[config.mk]
export PLATFORM = sky130hd
export DESIGN_NAME = mbox_doorbell
export DESIGN_NICKNAME = d
export VERILOG_FILES = /design/src/rtl/mbox_pkg.sv /design/src/rtl/mbox_decode.sv /design/src/rtl/mbox_flags.sv /design/src/rtl/mbox_doorbell.sv
export SDC_FILE = /design/constraint.sdc
export NUM_CORES = 1
export LEC_CHECK = 0
export BUFFER_PORTS_ARGS = -buffer_cell sky130_fd_sc_hd__buf_4
export CAP_MARGIN = 5
export CORE_AREA = 2 2 39 41
export DETAILED_ROUTE_END_ITERATION = 8
export DIE_AREA = 0 0 41 43
export HOLD_SLACK_MARGIN = 0.1
export PLACE_DENSITY = 0.52
export SYNTH_ARGS = -nofsm -noshare
export SYNTH_HDL_FRONTEND = slang
export SYNTH_HIERARCHICAL = 1
export SYNTH_SLANG_ARGS = --single-unit
[constraint.sdc]
create_clock -name clk -period 1.9 [get_ports clk]
set_clock_uncertainty 0.2 [all_clocks]
set_input_delay 0.285 -clock clk [delete_from_list [all_inputs] [get_ports clk]]
set_output_delay 0.285 -clock clk [all_outputs]
set_load 0.01 [all_outputs]
[src/rtl/mbox_pkg.sv]
package mbox_pkg;
  localparam int NUM_SIDES = 2;   // index 0 = left, 1 = right

  typedef struct packed {
    logic [NUM_SIDES-1:0] raise;  // raise doorbell of side i
    logic [NUM_SIDES-1:0] clear;  // clear doorbell of side i
  } mboxStrobes_t;
endpackage

[src/rtl/mbox_decode.sv]
module mbox_decode
  import mbox_pkg::*;
#(
  parameter int ADDR_W = 10
) (
  input  logic                                 clk,
  input  logic                                 rstN,
  input  logic [NUM_SIDES-1:0]                 selN,
  input  logic [NUM_SIDES-1:0]                 wrN,
  input  logic [NUM_SIDES-1:0]                 oeN,
  input  logic [NUM_SIDES-1:0][ADDR_W-1:0]     addr,
  output mboxStrobes_t                         strobes
);
  localparam logic [ADDR_W-1:0] TOP_WORD  = '1;
  localparam logic [ADDR_W-1:0] NEXT_WORD = TOP_WORD - 1'b1;

  logic [NUM_SIDES-1:0] isWrite;
  logic [NUM_SIDES-1:0] isRead;

  for (genvar s = 0; s < NUM_SIDES; s++) begin : gSide
    localparam int PEER = NUM_SIDES - 1 - s;
    // right inbox is the top word, left inbox the word below it
    localparam logic [ADDR_W-1:0] INBOX = (s == 1) ? TOP_WORD : NEXT_WORD;

    assign isWrite[s] = !selN[s] && !wrN[s];
    assign isRead[s]  = !selN[s] && !oeN[s] && wrN[s];

    assign strobes.raise[s] = isWrite[PEER] && (addr[PEER] == INBOX);
    assign strobes.clear[s] = isRead[s]     && (addr[s]    == INBOX);
  end

  // a side cannot both ring the peer and drain its own inbox in one cycle
  AST_SIDE_ONE_ACCESS_L: assert property (@(posedge clk) disable iff (!rstN)
    !(strobes.raise[1] && strobes.clear[0]));
  AST_SIDE_ONE_ACCESS_R: assert property (@(posedge clk) disable iff (!rstN)
    !(strobes.raise[0] && strobes.clear[1]));
endmodule

[src/rtl/mbox_flags.sv]
module mbox_flags
  import mbox_pkg::*;
(
  input  logic                 clk,
  input  logic                 rstN,
  input  mboxStrobes_t         strobes,
  output logic [NUM_SIDES-1:0] irqN
);
  for (genvar s = 0; s < NUM_SIDES; s++) begin : gFlag
    logic pending;

    always_ff @(posedge clk) begin
      if (!rstN)                  pending <= 1'b0;
      else if (strobes.raise[s])  pending <= 1'b1;
      else if (strobes.clear[s])  pending <= 1'b0;
    end

    assign irqN[s] = ~pending;

    AST_RAISE_LOWERS: assert property (@(posedge clk) disable iff (!rstN)
      strobes.raise[s] |=> !irqN[s]);
    AST_CLEAR_RELEASES: assert property (@(posedge clk) disable iff (!rstN)
      (strobes.clear[s] && !strobes.raise[s]) |=> irqN[s]);
    AST_HOLD_IDLE: assert property (@(posedge clk) disable iff (!rstN)
      (!strobes.clear[s] && !strobes.raise[s]) |=> $stable(irqN[s]));
  end
endmodule

[src/rtl/mbox_doorbell.sv]
module mbox_doorbell
  import mbox_pkg::*;
#(
  parameter int ADDR_W = 10
) (
  input  logic              clk,
  input  logic              rstN,
  input  logic              lSelN,
  input  logic              lWrN,
  input  logic              lOeN,
  input  logic [ADDR_W-1:0] lAddr,
  input  logic              rSelN,
  input  logic              rWrN,
  input  logic              rOeN,
  input  logic [ADDR_W-1:0] rAddr,
  output logic              lIrqN,
  output logic              rIrqN
);
  mboxStrobes_t         strobes;
  logic [NUM_SIDES-1:0] irqN;

  mbox_decode #(.ADDR_W(ADDR_W)) uDecode (
    .clk     (clk),
    .rstN    (rstN),
    .selN    ({rSelN, lSelN}),
    .wrN     ({rWrN, lWrN}),
    .oeN     ({rOeN, lOeN}),
    .addr    ({rAddr, lAddr}),
    .strobes (strobes)
  );

  mbox_flags uFlags (
    .clk     (clk),
    .rstN    (rstN),
    .strobes (strobes),
    .irqN    (irqN)
  );

  assign lIrqN = irqN[0];
  assign rIrqN = irqN[1];

  AST_RESET_QUIET: assert property (@(posedge clk)
    !rstN |=> (lIrqN && rIrqN));
endmodule

Word level (Yosys, flattened, before mapping)
Cells that the tools add are included.
{ "totals": {"register_bits": 2, "in_bits": 28, "output_inout_bits": 2, "elab_cells": 30} }
{ "op_classes": {"muxes": 4, "n_reduce_logical": 18, "eq_ne": 4, "n_bitwise": 2} }
{ "ops": {"columns": ["operator", "n"], "rows": [
  ["$eq A10 B10 Y1 const B", 4],
  ["$logic_and A1 B1 Y1", 10],
  ["$logic_not A1 Y1", 6],
  ["$mux W1", 4],
  ["$reduce_bool A2 Y1", 2],
  ["$not A1 Y1", 2]
]} }

Depth between registers and ports, before layout
Gate-level depths: netlist of run 1.
{ "depth": {"word_depth": 6, "depth_mapped": 4, "depth_no_buf": 4} }

Modules after synthesis
The synthesis of run 1 kept the hierarchy.
{ "modules_own_cells": {"columns": ["mod", "n_inst", "cells_per_inst", "area_each_um2", "seq_area_each_um2"], "rows": [
  ["mbox_decode", 1, 12, 93.8, 0.0],
  ["mbox_flags", 1, 8, 75.1, 40.0]
]} }

Worst setup path after synthesis of run 1
No wires, ideal clock.
{ "synth_path": {"path_kind": "input to register", "from": "input rSelN", "to": "register uFlags.gFlag[0].pending", "path_buffers": 0, "setup_slack_ps": 608, "t_required_ps": 1642, "setup_time_ps": 58, "path_stages": 3, "t_arrival_ps": 1034, "path_cell_list": "or4b_1 > nor3_2 > o21a_1"} }
{ "synth_rtl": {"columns": ["element", "line", "rtl"], "rows": [
  ["from (decl)", "mbox_doorbell.sv:12", "input logic rSelN,"],
  ["to (signal assigned)", "mbox_flags.sv:13", "if (!rstN) pending <= 1'b0;"],
  ["to (signal assigned)", "mbox_flags.sv:14", "else if (strobes.raise[s]) pending <= 1'b1;"],
  ["to (signal assigned)", "mbox_flags.sv:15", "else if (strobes.clear[s]) pending <= 1'b0;"],
  ["to (decl)", "mbox_flags.sv:10", "logic pending;"]
]} }

==> flow_summary.toml, run 1 <==
[sta]
worst_slew_pin_slew_ns = 0.2817
slew_headroom = 0.8104
setup_violations = 0
hold_viol = 0
slew_viol_final = 0
fmax_mhz = 829.1
rsz0062_at_grt = "no"
fin_crit_sh = 0.6348
period_needed_ns = 1.206
setup-tns-final_ns = 0
layout_setup_ws_ns = 0.6939
hold_ws_ns = 0.2232

[die]
core_area_um2 = 1384
fp.dieH_um = 43
die_area_um2 = 1763
die_x_um = 41
initial_core_util = 0.1221
rows = 14
ioPinCount = 30

[routing]
avgRoutedWirePerCell_um = 8.884
vias_per_cell = 4.362
drt_wl_total_um = 613
ant_nets = 0
drc = 0
drt_first_pass_iters = 1
wl_met2_um = 312
wl_met3_um = 113
wl_met1_um = 188
vias = 301
initialDrtViolationCount = 0
top_layer_used = "met3"

[clock_tree]
cts_setup_buffers = 0
postCtsHoldBufs = 1
htree_levels = 1
cts_num_sinks = 2
cts_made_buffers = 3
cts_root_buffer = "clkbuf_4"
clkSlewWorstSetupHoldPaths_ns = 0.03
clkLatencyLatePin_ns = 0.22
clock_path_buffers = 2
cts_tree = "done"
cts_resized = 0

[cells_and_area]
fin_nets = 83
fin_area_um2 = 439.2
diodes = 0
reg.largest.list = "uFlags/gFlag.pending: 2 flops"
final_layout_size_suffix_gt1_frac = 0.6226
largest-register = "uFlags/gFlag.pending"
syn_to_final_growth_pct = 160.0
instances_no_fill = 69
fillCellCount = 161
fin_util = 0.3174
largest_reg_flops = 2

[placement]
gp_congestion = 0.6291
place_inst = 65
post-place-ws_ns = 0.4606
io_buffers = 29
dpl_cell_area_um2 = 406.6
hpwl_um = 539.8

[setup_path]
slowest_delay_ns = 0.52
cp_max_fo = 2
cp_top_family = "simple AND/OR/NAND/NOR gates"
cp_num_buf_inv = 1
path_cells = "buf_4 > or4b_1 > nor3_2 > o21a_1"
required_ns = 1.87
arrival_ns = 1.17
setup.worst_path.class = "input pin to register"
endpoint_kind = "register"
crit_cells = 4
startpoint_type = "input pin"
r2r_cells = 2
critPathSlowestCell = "or4b_1"

[power]
powerDensity_nw_per_um2 = 425.8
ir_drop_uv = 148.2
p_leak_nw = 0.1949
finalPower_mw = 0.1870

[yosys]
synth-seq-cells = 2
synth_area_per_cell_um2 = 8.446
synthCells = 20
synth_nets = 48
synth_top_cell_area_share = 0.2370
synthDistinctLibCells = 11
syn-cell-area_um2 = 168.9
ys_top_cells_by_area = "dfxtp_1 24%, nand4_1 15%, nand4bb_1 13%"
seq_area_frac_synth = 0.2370
synth_area_leader_cell = "dfxtp_1"
yosys_warnings = 6

[grt]
grt-ovfl-total = 0
grt_first_pass_wirelength_um = 890
grt_pass1_vias = 268
grt_max_degree = 3
antenna_found_initial = 0
track_usage = 0.08325

[hold_path]
whs_path_depth = 4
min_path_type = "input pin to register"

[job]
cap_viol_max_count = 0

[outcome]
status = "completed"
worst min-delay path, cell delays in order:
cell and delay [ns]:
buf_4 0.08, nor4_1 0.04, nor2b_1 0.10, o21a_1 0.11
kinds of logic (layout without fill, tap and decap cells):
group,count (synthesis),after routing,synth area share
buffers and inverters,2,35,0.04446
and+or+nand+nor,14,14,0.6296
DFF,2,2,0.2370
AOI/OAI and AO/OA,2,2,0.08886
report_power, final:
part | internal (mW) | total, mW | switching, mW
clock network | 0.0697 | 0.0938 | 0.0241
registers | 0.0424 | 0.0424 | 0.00000683
logic | 0.0396 | 0.0508 | 0.0112
routing by layer:
metal	up-vias	track usage
met5	-	0
li1	149	-
met1	128	0.06731
met2	24	0.1156
met3	0	0.03665
met4	0	0.1200
worst paths after layout:
| check | start | to | slack, ns |
|---|---|---|---|
| max | rSelN | uFlags/gFlag[0].pending$_SDFFE_PN0P_ | 0.69 |
| min reg2reg | uFlags/gFlag[1].pending$_SDFFE_PN0P_ | uFlags/gFlag[1].pending$_SDFFE_PN0P_ | 0.38 |
| min | rOeN | uFlags/gFlag[1].pending$_SDFFE_PN0P_ | 0.22 |
| max reg2reg | uFlags/gFlag[0].pending$_SDFFE_PN0P_ | uFlags/gFlag[0].pending$_SDFFE_PN0P_ | 1.00 |
placed cells by master, fill, tap and decap left out, drive strengths merged:
master / synthesis / final
nor2b: 2 / 2
clkbuf: 0 / 3
nor4: 2 / 2
or4b: 1 / 1
buf: 0 / 29
nand4bb: 2 / 2
inv: 2 / 2
dfxtp: 2 / 2
nor3: 2 / 2
o21a: 2 / 2
nand4: 4 / 4
nand4b: 1 / 1
dlygate4sd3: 0 / 1
cells in the mapped netlist:
master and instances:
nand4b_1 1, or4b_1 1, nor4_1 2, nor3_1 1
nand4_1 4, nand4bb_1 2, nor2b_1 2, nor3_2 1
o21a_1 2, dfxtp_1 2, inv_1 2
area by class of cell:
class                           instances  area (µm²)  area share
Clock buffer                            3       22.52     0.05128
Inverter                                2       7.507     0.01709
Multi-Input combinational cell         16       121.4      0.2764
Sequential cell                         2       40.04     0.09117
Tap cell                               16       20.02     0.04558
Timing Repair Buffer                   30       227.7      0.5185
No activity file was read; power rests on OpenSTA's default activity.
==> run 2: changes to the inputs <==
--- a/config.mk
+++ b/config.mk
@@ -11,7 +11,7 @@
 export DETAILED_ROUTE_END_ITERATION = 8
 export DIE_AREA = 0 0 41 43
 export HOLD_SLACK_MARGIN = 0.1
-export PLACE_DENSITY = 0.52
+export PLACE_DENSITY = 0.54
 export SYNTH_ARGS = -nofsm -noshare
 export SYNTH_HDL_FRONTEND = slang
 export SYNTH_HIERARCHICAL = 1
==> constraint.sdc (replaced) <==
create_clock -name clk -period 1 [get_ports clk]
set_clock_uncertainty 0.2 [all_clocks]
set_input_delay 0.15 -clock clk [delete_from_list [all_inputs] [get_ports clk]]
set_output_delay 0.15 -clock clk [all_outputs]
set_load 0.01 [all_outputs]
==> run 2 against run 1 <==
  * The run now ends with setup timing left
  * Power is 96% higher
  * First-iteration DRC count is the same
  * Cell count rose by 4.3%
  * Clock power rose by 91%
  * Register-to-register slack lost 0.91 ns
  * Largest power group unchanged
  * Highest routed layer unchanged
==> flow_summary.toml, run 2 (synthesis gave the netlist of run 1 again) <==
[sta]
worst_slew_pin_slew_ns = 0.2299
period_needed_ns = 1.042
fin_crit_sh = 1.042
layout_setup_ws_ns = -0.04235
slew_viol_final = 0
setup_violations = 3
fmax_mhz = 959.4
hold_ws_ns = 0.08426
slew_headroom = 0.8453
setup-tns-final_ns = -0.1025
rsz0062_at_grt = "yes"
hold_viol = 0

[clock_tree]
cts_tree = "done"
cts_setup_buffers = 0
clkSlewWorstSetupHoldPaths_ns = 0.03
postCtsHoldBufs = 1
cts_made_buffers = 3
clkLatencyLatePin_ns = 0.22
htree_levels = 1
cts_root_buffer = "clkbuf_4"
clock_path_buffers = 2
cts_num_sinks = 2

[setup_path]
endpoint_kind = "register"
cp_top_family = "simple AND/OR/NAND/NOR gates"
timing.rr.start = "uFlags/gFlag[1].pending$_SDFFE_PN0P_"
arrival_ns = 1.01
cp_num_buf_inv = 1
setup.worst_path.class = "input pin to register"
r2r-end = "uFlags/gFlag[1].pending$_SDFFE_PN0P_"
cp_max_fo = 2
startpoint_type = "input pin"
r2r_cells = 2
critPathSlowestCell = "or4b_4"
slowest_delay_ns = 0.52
required_ns = 0.96
reg2reg_slack_ns = 0.09
path_cells = "buf_6 > or4b_4 > nor3_2 > o21a_1"

[routing]
wl_met1_um = 204
wl_met2_um = 345
wl_met3_um = 97
avgRoutedWirePerCell_um = 8.986
ant_nets = 0
initialDrtViolationCount = 0
drt_first_pass_iters = 1
vias = 308
drc = 0
top_layer_used = "met3"
drt_wl_total_um = 647
vias_per_cell = 4.278

[cells_and_area]
syn_to_final_growth_pct = 194.1
diodes = 0
final_layout_size_suffix_gt1_frac = 0.7500
final_cell_mix = "26 x buf_4, 6 x buf_6, 4 x nand4_1"
reg.largest.list = "uFlags/gFlag.pending: 2 flops"
largest-register = "uFlags/gFlag.pending"
mostFrequentLayoutCell = "buf_4"
largest_reg_flops = 2
fin_nets = 86

[placement]
io_buffers = 29
post-place-ws_ns = -0.3085
gp_congestion = 0.5950

[die]
fp.dieH_um = 43
rows = 14
core_area_um2 = 1384
die_x_um = 41
ioPinCount = 30
initial_core_util = 0.1221
die_area_um2 = 1763

[grt]
grt_first_pass_wirelength_mm = 1.048
grt_max_degree = 3
grt_pass1_vias = 300
grt-ovfl-total = 0
track_usage = 0.09529
antenna_found_initial = 0

[power]
ir_drop_uv = 321.6
clkPwrFrac = 0.489
switching_share = 0.1907
power_frac_comb = 0.291
power_frac_seq = 0.219
p_leak_nw = 0.2190
powerDensity_nw_per_um2 = 738.2
internal_power_mw = 0.2968
switchingPower_mw = 0.06992

[outcome]
status = "finished with violations"
failed_checks = "setup timing"

[job]
cap_viol_max_count = 0

[hold_path]
hp-start = "rOeN"
whs_path_depth = 4
min_path_type = "input pin to register"
holdPathEnd = "uFlags/gFlag[1].pending$_SDFFE_PN0P_"
run 2: changes by cell type in the layout (fill, tap and decap cells not counted), sizes merged:
cell  change
buf       +3
run 2: worst reg2reg max path, stage by stage, from the launching register on:
cell,delay (ns)
dfxtp_2,0.31
nor2b_1,0.12
o21a_1,0.16
run 2: cell type report:
| cell class | instances | area, µm² |
|---|---|---|
| Tap cell | 16 | 20.02 |
| Fill cell | 163 | 887.1 |
| Inverter | 2 | 7.507 |
| Sequential cell | 2 | 42.54 |
| Timing Repair Buffer | 33 | 272.8 |
| Clock buffer | 3 | 22.52 |
| Multi-Input combinational cell | 16 | 131.4 |
run 2: routing by layer:
metal,vias to the layer above,global-route usage
met5,-,0
met3,0,0.03141
met1,133,0.09295
met2,20,0.1313
met4,0,0.1200
li1,155,-
run 2: worst max-delay path by stage:
stage,startpoint,to,slack [ns],cells past startpoint
global route,uFlags/gFlag[1].pending$_SDFFE_PN0P_,rIrqN,-0.06,2
floorplan,rSelN,uFlags/gFlag[0].pending$_SDFFE_PN0P_,-0.16,3
finish,rSelN,uFlags/gFlag[0].pending$_SDFFE_PN0P_,-0.04,4
global placement,rSelN,uFlags/gFlag[0].pending$_SDFFE_PN0P_,-0.29,4
CTS,uFlags/gFlag[0].pending$_SDFFE_PN0P_,lIrqN,-0.07,2
detailed placement,rSelN,uFlags/gFlag[0].pending$_SDFFE_PN0P_,-0.31,4
run 2: timing repair:
item | CTS | global route
endpoints found under the setup margin | 3 | 4
endpoints found under the hold margin | 2 | 1
gates resized for setup | 4 | 8
run 2: power groups by stage:
stage	clock [mW]	sequential, mW	combinational (mW)
2_1_floorplan	0	0.0815	0.0106
3_3_place_gp	0	0.0815	0.0980
3_5_place_dp	0	0.0815	0.100
4_1_cts	0.192	0.0804	0.105
5_1_grt	0.203	0.0803	0.118
6_report	0.179	0.0804	0.107
run 2: metrics by stage:
step	power [mW]	cell area [µm²]	util	std cells
2_1_floorplan	0.09209	168.9	-	20
3_3_place_gp	0.1795	436.7	0.3156	69
3_5_place_dp	0.1816	436.7	0.3156	69
4_1_cts	0.3773	478.0	0.3454	73
5_1_grt	0.4014	496.7	0.3590	72
6_report	0.3667	496.7	0.3590	72
==> run 3: changes to the inputs <==
--- a/config.mk
+++ b/config.mk
@@ -11,7 +11,7 @@
 export DETAILED_ROUTE_END_ITERATION = 8
 export DIE_AREA = 0 0 41 43
 export HOLD_SLACK_MARGIN = 0.1
-export PLACE_DENSITY = 0.54
+export PLACE_DENSITY = 0.42
 export SYNTH_ARGS = -nofsm -noshare
 export SYNTH_HDL_FRONTEND = slang
 export SYNTH_HIERARCHICAL = 1
==> run 3 against run 2 <==
  * The flow still finishes with violations (setup timing)
  * Sequential cell count stayed put
  * Clock power about the same
  * Utilization up 0.63 points
  * Hold slack worse by 0.013 ns
  * Die area is the same
  * Critical path depth stayed put
  * Sequential power about the same
  * Cell count up 1.4%
  * Critical path type unchanged
  * Largest power group unchanged
==> flow_summary.toml, run 3 (synthesis gave the netlist of run 1 again) <==
[power]
ir_drop_uv = 292.9
p_leak_nw = 0.2302
powerDensity_nw_per_um2 = 727.5
finalPower_mw = 0.3677

[cells_and_area]
fin_nets = 87
final_layout_size_suffix_gt1_frac = 0.7719
final_cell_mix = "29 x buf_4, 4 x buf_6, 4 x nand4_1"
fin_util = 0.3653
multi_input_area_um2 = 137.6
syn_to_final_growth_pct = 199.3
diodes = 0
reg.largest.list = "uFlags/gFlag.pending: 2 flops"
fin_area_um2 = 505.5
mostFrequentLayoutCell = "buf_4"
fillCellCount = 166
largest_reg_flops = 2
instances_no_fill = 73
regArea_um2 = 42.54
largest-register = "uFlags/gFlag.pending"

[routing]
avgRoutedWirePerCell_um = 11.34
vias = 316
ant_nets = 0
initialDrtViolationCount = 0
vias_per_cell = 4.329
drc = 0
drt_wl_total_um = 828
drt_first_pass_iters = 1

[placement]
dpl_cell_area_um2 = 436.7
io_buffers = 29
gp_congestion = 0.6343
place_inst = 69
post-place-ws_ns = -0.2969

[sta]
rsz0062_at_grt = "yes"
fin_crit_sh = 1.038
setup_violations = 3
worst_slew_pin_slew_ns = 0.2169
period_needed_ns = 1.038
layout_setup_ws_ns = -0.03796
slew_headroom = 0.8542
setup-tns-final_ns = -0.09277
fmax_mhz = 963.4
hold_viol = 0
slew_viol_final = 0
hold_ws_ns = 0.07141

[die]
ioPinCount = 30
die_x_um = 41
fp.dieH_um = 43
initial_core_util = 0.1221
die_area_um2 = 1763
core_area_um2 = 1384
rows = 14

[clock_tree]
cts_tree = "done"
cts_num_sinks = 2
cts_root_buffer = "clkbuf_4"
clkSlewWorstSetupHoldPaths_ns = 0.03
htree_levels = 1
clock_path_buffers = 2
clkLatencyLatePin_ns = 0.22
cts_setup_buffers = 0
cts_made_buffers = 3

[grt]
grt_pass1_vias = 338
antenna_found_initial = 0
grt_first_pass_wirelength_mm = 1.104
track_usage = 0.1020
grt-ovfl-total = 0
grt_max_degree = 3

[setup_path]
startpoint_type = "input pin"
cp_max_fo = 2
cp_top_family = "simple AND/OR/NAND/NOR gates"
r2r-end = "uFlags/gFlag[0].pending$_SDFFE_PN0P_"
reg2reg_slack_ns = 0.10
required_ns = 0.96
path_cells = "buf_6 > or4b_4 > nor3_2 > o21a_1"
slowest_delay_ns = 0.52
endpoint_kind = "register"
timing.rr.start = "uFlags/gFlag[0].pending$_SDFFE_PN0P_"
cp_num_buf_inv = 1
arrival_ns = 1.00
r2r_cells = 2
setup.worst_path.class = "input pin to register"
critPathSlowestCell = "or4b_4"

[hold_path]
holdPathEnd = "uFlags/gFlag[1].pending$_SDFFE_PN0P_"
hp-start = "rOeN"
whs_path_depth = 4
min_path_type = "input pin to register"

[job]
cap_viol_max_count = 0

[outcome]
status = "finished with violations"
failed_checks = "setup timing"
==> run 3: where the power goes <==
group	internal, mW	leakage (nW)	switching, mW	total, mW
registers	0.0804	0.0171	0.0000168	0.0804
clock network	0.132	0.0138	0.0436	0.176
logic	0.0847	0.199	0.0269	0.112
==> run 3: metal layers <==
layer	GRT usage	wire length, µm
met2	0.1750	431
met1	0.07937	236
met4	0.1000	8
met3	0.03141	152
met5	0	0
==> run 3: layout make-up <==
cell class	instances	share of cell area
timing repair buffer	34	0.5446
multi-input combinational	16	0.2723
sequential	2	0.08416
clock buffer	3	0.04455
tap	16	0.03960
inverter	2	0.01485
==> run 3: worst max-delay path by stage <==
stage                                                     from                                    to  slack, ns  depth (start not counted)
final                                                    rSelN  uFlags/gFlag[0].pending$_SDFFE_PN0P_      -0.04                          4
after floorplan                                          rSelN  uFlags/gFlag[0].pending$_SDFFE_PN0P_      -0.16                          3
after global placement                                   rSelN  uFlags/gFlag[0].pending$_SDFFE_PN0P_      -0.29                          4
after global routing                                     rSelN  uFlags/gFlag[0].pending$_SDFFE_PN0P_      -0.09                          4
after detailed placement                                 rSelN  uFlags/gFlag[0].pending$_SDFFE_PN0P_      -0.30                          4
after CTS                 uFlags/gFlag[1].pending$_SDFFE_PN0P_                                 rIrqN      -0.05                          2
==> run 3: timing repair <==
action                                  4_1_cts  5_1_grt
gates resized for setup                       8        4
endpoints found under the setup margin        3        4
hold buffers                                  1        0
hold endpoints to repair                      2        0
==> run 3: tightest hold or removal path: cells and delay by family <==
| family | cells | cell delay [ns] |
|---|---|---|
| AOI/OAI and AO/OA | 1 | 0.10 |
| buffers and inverters | 1 | 0.08 |
| and+or+nand+nor | 2 | 0.12 |
